==> src/rtl/rict_pkg.sv <==
package rict_pkg;
  localparam int ADDR_W      = 2;
  localparam int CTL_IEN_BIT = 3;
  localparam int CTL_REN_BIT = 4;

  typedef enum logic [ADDR_W-1:0] {
    RA_COUNT = 2'd0,
    RA_LIMIT = 2'd1,
    RA_CTRL  = 2'd2,
    RA_STAT  = 2'd3
  } reg_addr_e;
endpackage

==> src/rtl/rict_ctrl_regs.sv <==
module rict_ctrl_regs
  import rict_pkg::*;
#(
  parameter int CNT_W = 8,
  parameter int SEL_W = 3
) (
  input  logic              clk,
  input  logic              rst,
  input  logic              wr_en,
  input  logic [ADDR_W-1:0] wr_addr,
  input  logic [CNT_W-1:0]  wr_data,
  output logic [CNT_W-1:0]  limit_q,
  output logic [SEL_W-1:0]  sel_q,
  output logic              ien_q,
  output logic              ien_nxt,
  output logic              ren_q,
  output logic              cnt_wr,
  output logic              clr_wr
);
  logic ctl_wr;

  always_comb begin
    cnt_wr  = wr_en && (wr_addr == RA_COUNT);
    ctl_wr  = wr_en && (wr_addr == RA_CTRL);
    clr_wr  = wr_en && (wr_addr == RA_STAT) && !wr_data[0];
    ien_nxt = ctl_wr ? wr_data[CTL_IEN_BIT] : ien_q;
  end

  always_ff @(posedge clk) begin
    if (rst) begin
      limit_q <= '0;
      sel_q   <= '0;
      ien_q   <= 1'b0;
      ren_q   <= 1'b0;
    end else begin
      if (wr_en && (wr_addr == RA_LIMIT)) limit_q <= wr_data;
      if (ctl_wr) begin
        sel_q <= wr_data[SEL_W-1:0];
        ren_q <= wr_data[CTL_REN_BIT];
      end
      ien_q <= ien_nxt;
    end
  end
endmodule

==> src/rtl/rict_tick_sel.sv <==
module rict_tick_sel #(
  parameter int SEL_W = 3,
  localparam int NSRC = (1 << SEL_W) - 1
) (
  input  logic [SEL_W-1:0] sel,
  input  logic [NSRC-1:0]  tick_i,
  output logic             tick_o
);
  logic [NSRC:0] src;

  assign src[0] = 1'b0;
  for (genvar g = 1; g <= NSRC; g++) begin : g_src
    assign src[g] = tick_i[g-1];
  end

  assign tick_o = src[sel];
endmodule

==> src/rtl/rict_counter.sv <==
module rict_counter #(
  parameter int CNT_W = 8
) (
  input  logic             clk,
  input  logic             rst,
  input  logic             tick,
  input  logic             cnt_wr,
  input  logic [CNT_W-1:0] wr_data,
  input  logic [CNT_W-1:0] limit,
  output logic [CNT_W-1:0] cnt_q,
  output logic             match
);
  logic count_evt;

  always_comb begin
    count_evt = tick && !cnt_wr;
    match     = count_evt && (cnt_q == limit);
  end

  always_ff @(posedge clk) begin
    if (rst)            cnt_q <= '0;
    else if (cnt_wr)    cnt_q <= wr_data;
    else if (match)     cnt_q <= '0;
    else if (count_evt) cnt_q <= cnt_q + 1'b1;
  end
endmodule

==> src/rtl/rict_event.sv <==
module rict_event (
  input  logic clk,
  input  logic rst,
  input  logic match,
  input  logic clr_wr,
  input  logic ien_nxt,
  input  logic ren_q,
  output logic flag_q,
  output logic irq_q,
  output logic rfsh_q
);
  logic flag_d;

  always_comb begin
    if (match)       flag_d = 1'b1;
    else if (clr_wr) flag_d = 1'b0;
    else             flag_d = flag_q;
  end

  always_ff @(posedge clk) begin
    if (rst) begin
      flag_q <= 1'b0;
      irq_q  <= 1'b0;
      rfsh_q <= 1'b0;
    end else begin
      flag_q <= flag_d;
      irq_q  <= flag_d & ien_nxt;
      rfsh_q <= match & ren_q;
    end
  end
endmodule

==> src/rtl/rfsh_interval_timer.sv <==
module rfsh_interval_timer
  import rict_pkg::*;
#(
  parameter int CNT_W = 8,
  parameter int SEL_W = 3,
  localparam int NSRC = (1 << SEL_W) - 1
) (
  input  logic              clk,
  input  logic              rst,
  input  logic              wr_en,
  input  logic [ADDR_W-1:0] wr_addr,
  input  logic [CNT_W-1:0]  wr_data,
  input  logic [NSRC-1:0]   tick_i,
  output logic              flag_o,
  output logic              irq_o,
  output logic              rfsh_o
);
  logic [CNT_W-1:0] limit_q, cnt_q;
  logic [SEL_W-1:0] sel_q;
  logic ien_q, ien_nxt, ren_q, cnt_wr, clr_wr, tick, match;

  rict_ctrl_regs #(.CNT_W(CNT_W), .SEL_W(SEL_W)) u_regs (
    .clk(clk), .rst(rst), .wr_en(wr_en), .wr_addr(wr_addr), .wr_data(wr_data),
    .limit_q(limit_q), .sel_q(sel_q), .ien_q(ien_q), .ien_nxt(ien_nxt),
    .ren_q(ren_q), .cnt_wr(cnt_wr), .clr_wr(clr_wr)
  );

  rict_tick_sel #(.SEL_W(SEL_W)) u_sel (
    .sel(sel_q), .tick_i(tick_i), .tick_o(tick)
  );

  rict_counter #(.CNT_W(CNT_W)) u_cnt (
    .clk(clk), .rst(rst), .tick(tick), .cnt_wr(cnt_wr), .wr_data(wr_data),
    .limit(limit_q), .cnt_q(cnt_q), .match(match)
  );

  rict_event u_evt (
    .clk(clk), .rst(rst), .match(match), .clr_wr(clr_wr), .ien_nxt(ien_nxt),
    .ren_q(ren_q), .flag_q(flag_o), .irq_q(irq_o), .rfsh_q(rfsh_o)
  );

  // with no source selected the counter only moves on a write
  assert_stopped_hold_R2: assert property (@(posedge clk) disable iff (rst)
    (sel_q == '0 && !cnt_wr) |=> $stable(cnt_q));

  // a new flag always coincides with a counter back at zero
  assert_clear_on_match_R3: assert property (@(posedge clk) disable iff (rst)
    $rose(flag_o) |-> (cnt_q == '0));

  // the request never stands without the flag, and follows it when enabled
  assert_irq_needs_flag_R4: assert property (@(posedge clk) disable iff (rst)
    irq_o |-> flag_o);
  assert_irq_follows_R4: assert property (@(posedge clk) disable iff (rst)
    (flag_o && ien_q) |-> irq_o);

  // a refresh pulse comes only from a match with refresh enabled
  assert_rfsh_gated_R5: assert property (@(posedge clk) disable iff (rst)
    rfsh_o |-> (flag_o && $past(ren_q)));

  // a counter write beats a concurrent count
  assert_write_prio_R7: assert property (@(posedge clk) disable iff (rst)
    (cnt_wr && !flag_o) |=> (!flag_o && cnt_q == $past(wr_data)));

  // the flag is sticky unless cleared by a zero write
  assert_flag_sticky_R8: assert property (@(posedge clk) disable iff (rst)
    (flag_o && !clr_wr) |=> flag_o);
endmodule

==> config.mk <==
export PLATFORM = sky130hd
export DESIGN_NAME = rfsh_interval_timer
export DESIGN_NICKNAME = d
export VERILOG_FILES = /design/src/rtl/rict_pkg.sv /design/src/rtl/rict_ctrl_regs.sv /design/src/rtl/rict_tick_sel.sv /design/src/rtl/rict_counter.sv /design/src/rtl/rict_event.sv /design/src/rtl/rfsh_interval_timer.sv
export SDC_FILE = /design/constraint.sdc
export NUM_CORES = 1
export LEC_CHECK = 0
export CORE_UTILIZATION = 43
export CTS_CLUSTER_DIAMETER = 40
export CTS_CLUSTER_SIZE = 14
export DETAILED_ROUTE_END_ITERATION = 8
export PLACE_DENSITY = 0.69
export REMOVE_ABC_BUFFERS = 1
export SYNTH_ARGS = -nofsm -noshare
export SYNTH_HDL_FRONTEND = slang
export SYNTH_SLANG_ARGS = --single-unit
==> constraint.sdc <==
create_clock -name clk -period 2.26 [get_ports clk]
set_clock_uncertainty 0.1 [all_clocks]
set_input_delay 0.226 -clock clk [delete_from_list [all_inputs] [get_ports clk]]
set_output_delay 0.226 -clock clk [all_outputs]
set_load 0.005 [all_outputs]
==> summary.txt <==
Yosys
  – Most frequent cells after synthesis: sky130_fd_sc_hd__dfxtp_1, sky130_fd_sc_hd__nor2_1, sky130_fd_sc_hd__mux2i_1
  – Number of storage elements in the synthesis netlist: 24
  – Syn Area/Cell: 9.24 um2
  – Post-synthesis cell count: 136
  – Top cells by area, synth: sky130_fd_sc_hd__dfxtp_1, sky130_fd_sc_hd__mux2i_1, sky130_fd_sc_hd__xor2_1
  – Sequential element share of the synthesized area: 0.382
  – Cell type with the highest aggregate area in the netlist: sky130_fd_sc_hd__dfxtp_1
  – EDFF count, synth: 0
  – Number of warnings reported in the yosys synthesis log: 0
  – Cell variety after synth: 34
  – Share of the synthesized area in the top cell type: 0.382
  – Count leader, synth: sky130_fd_sc_hd__dfxtp_1
  – Most used DFF post-synth: sky130_fd_sc_hd__dfxtp_1
  – Share of synthesized registers carrying an async set or reset: 0
  – Cell area after synthesis: 1260 um2

Route
  – Final wirelength: 2630 um
  – Post-route DRC violation count: 0
  – Via-per-instance ratio: 5.38
  – Post-route antenna net violation count: 0
  – Mean routed wirelength per cell: 13.8 um
  – Vias after detailed routing: 1,022
  – Starting DRT DRC Count: 13
  – Count of TritonRoute iterations in the first routing pass: 4

Setup path
  – Depth of the worst register-to-register path: 6
  – Startpoint of the most critical register-to-register path: u_cnt.cnt_q[3]
  – Largest delay share family, worst path: simple AND/OR/NAND/NOR gates
  – Cell repeated most along the worst path: sky130_fd_sc_hd__a21oi_1
  – Register-to-register setup slack: 0.40 ns
  – Worst path slowest cell: sky130_fd_sc_hd__nor4_1
  – Crit path depth: 6
  – Critical Path RT: 2.35 ns
  – Classification of the worst setup path: register to register
  – Worst Path Buf+Inv: 1
  – Cell Chain, Critical Path: xor2_1 -> nor4_1 -> a21oi_1 -> buf_4 -> nand3_1 -> a21oi_1
  – Worst path arrival time: 1.95 ns
  – Largest stage delay, worst path: 0.50 ns
  – Critical path startpoint category: register
  – Critical Path Fanout Max: 6
  – Capture instance of the worst register-to-register path: u_cnt.cnt_q[3]
  – Type of destination of the critical path: register

Power
  – LEAKAGE: 0.675 nW
  – Areal power density over the cells: 547 nW/um2
  – Peak supply drop: 0.000398 V

Clocking
  – Number of buffers inserted during clock tree synthesis: 3
  – Post-CTS Hold Buffers: 0
  – Cell at the root of the clock tree: sky130_fd_sc_hd__clkbuf_4
  – Sinks on the clock net: 24
  – Worst-skew pair later-pin latency: 0.31 ns
  – Clock Pin Slew Worst Setup and Hold Paths: 0.13 ns
  – Post-CTS resize count: 0
  – Setup bufs post-CTS: 0
  – TritonCTS clock tree: yes
  – Buffer levels on the longest clock path: 2
  – H-tree depth: 1

Global routing
  – Wire length of the first global-routing pass: 4480 um
  – Pin count of the biggest net entering global routing: 17
  – Antenna violations before repair: 0
  – Combined global-route utilization of all metal layers: 0.178
  – Overall overflow remaining after global route: 0
  – Number of global-route vias before repair: 1,049

STA
  – Final period demand of the worst path: 1.86 ns
  – Slew Limit Fails: 0
  – Setup-violating endpoint count in the final report: 0
  – Top achievable clock speed: 0.538 GHz
  – Final critical-path setup slack: 0.402 ns
  – Final count of hold timing violations: 0
  – Hold slack final: 0.393 ns
  – Slew at the pin closest to its max-slew limit: 0.509 ns
  – Part of the cycle the worst path needs: 0.822
  – Slew margin rel.: 0.658
  – Setup total negative slack: 0 ns
  – Unrepaired setup endpoints after global routing: no

Outcome
  – Outcome: finished clean

Min path
  – Endpoint, Worst Hold: u_evt.rfsh_q
  – Worst Hold Launch: u_regs.ren_q
  – Worst hold path class: register to register
  – Hold depth: 1

Placement
  – Routability cong.: 0.826
  – Count of buffers inserted at the top-level ports: 22
  – Total placed instance area: 1510 um2
  – Worst-case setup slack after placement: 0.217 ns
  – Final HPWL DP: 1990 um

Layout
  – Final-layout fill cell count: 261
  – Number of diodes added for antenna fixing: 0
  – Share of cells above drive strength 1: 0.101
  – Total number of nets in the final design: 181
  – Area Growth Syn to Fin: 23.0%
  – Post-Layout Inst Area: 1550 um2
  – Post-Route Utilization: 0.560

Floorplan
  – Total die area: 3140 um2
  – Initial core utilization: 0.456
  – Die W: 56.1 um
  – Io pins: 23
  – Core area: 2760 um2
  – Floorplan die height: 56.1 um
  – Row count: 19

Job
  – Max capacitance violation total: 0
## worst max-delay path by stage
stage                           endpoint             from
after floorplan           u_cnt.cnt_q[6]  u_regs.sel_q[1]
after global placement    u_cnt.cnt_q[6]        tick_i[3]
after detailed placement  u_cnt.cnt_q[0]        tick_i[3]
after CTS                 u_cnt.cnt_q[0]  u_regs.sel_q[1]
after global routing      u_cnt.cnt_q[1]   u_cnt.cnt_q[3]
final                     u_cnt.cnt_q[3]   u_cnt.cnt_q[3]
## through the flow
step	power, mW	cells
finish	0.845	190
global route	0.883	190
detailed placement	0.627	186
CTS	0.850	190
floorplan	0.548	129
global placement	0.623	186
## routing by layer
metal  part of all wire  vias up  track usage
met5                  0        -            0
met4              0.010        0       0.0523
met3              0.033        4       0.0279
met2               0.50       18        0.349
met1               0.45      478        0.194
li1                   -      522            -
## cells in the final DEF (no fill, tap or decap)
cell type                         synthesis  routed
sky130_fd_sc_hd__nor4_1                   2       2
sky130_fd_sc_hd__mux2_2                   2       2
sky130_fd_sc_hd__a211oi_1                 1       1
sky130_fd_sc_hd__nand3b_1                 2       2
sky130_fd_sc_hd__inv_1                    1       1
sky130_fd_sc_hd__a21oi_1                  8       8
sky130_fd_sc_hd__mux2i_1                 14      14
sky130_fd_sc_hd__a32oi_1                  1       1
sky130_fd_sc_hd__nand3_1                 11      11
sky130_fd_sc_hd__nor2_1                  17      17
sky130_fd_sc_hd__xnor2_1                  3       3
sky130_fd_sc_hd__ha_1                     1       1
sky130_fd_sc_hd__nor3b_1                  1       1
sky130_fd_sc_hd__clkdlybuf4s50_1          0      22
sky130_fd_sc_hd__dfxtp_1                 24      24
sky130_fd_sc_hd__o22ai_2                  1       1
sky130_fd_sc_hd__o31a_1                   1       1
sky130_fd_sc_hd__clkbuf_4                 0       3
sky130_fd_sc_hd__o211ai_1                 1       1
sky130_fd_sc_hd__nand2b_1                 1       1
sky130_fd_sc_hd__nor2b_1                  1       1
sky130_fd_sc_hd__clkbuf_8                 0       1
sky130_fd_sc_hd__nor3_1                   2       2
sky130_fd_sc_hd__a221oi_4                 1       1
sky130_fd_sc_hd__nor2_4                   1       1
sky130_fd_sc_hd__nand2_1                 10      10
sky130_fd_sc_hd__a2bb2oi_1                5       5
sky130_fd_sc_hd__buf_4                    0       4
sky130_fd_sc_hd__nor3b_2                  1       1
sky130_fd_sc_hd__a31oi_1                  1       1
sky130_fd_sc_hd__and2_1                   1       1
sky130_fd_sc_hd__nand4b_1                 1       1
sky130_fd_sc_hd__or3b_2                   1       1
sky130_fd_sc_hd__mux2_4                   1       1
sky130_fd_sc_hd__xor2_1                  11      11
## report_power, final
part           total [mW]  switching (mW)  internal, mW
Clock               0.228           0.130        0.0984
Combinational       0.163          0.0754        0.0872
Sequential          0.454          0.0159         0.439
## sequential cells by signal, summed over array words and instances (netlist names)
signal / count
u_cnt.cnt_q: 8
u_regs.limit_q: 8
u_regs.sel_q: 3
u_evt.flag_q: 1
u_evt.irq_q: 1
u_evt.rfsh_q: 1
u_regs.ien_q: 1
u_regs.ren_q: 1
## cells by family after synthesis
family,after synthesis,share of synthesized area
XOR/XNOR,14,0.0976
buffers and inverters,8,0.0319
flip-flops,24,0.382
AND/OR/NAND/NOR,52,0.208
adder cells (fa/ha/maj),1,0.00996
AO/OA/AOI/OAI,20,0.128
multiplexers,17,0.141
## final cells by class
class / count / area (um2) / area share
multi-input combinational: 104 / 736 / 0.476
sequential: 24 / 480 / 0.311
timing repair buffer: 26 / 250 / 0.162
tap: 31 / 38.8 / 0.0251
clock buffer: 4 / 36.3 / 0.0235
inverter: 1 / 3.75 / 0.00243
Power figures use the tool's default switching activity.
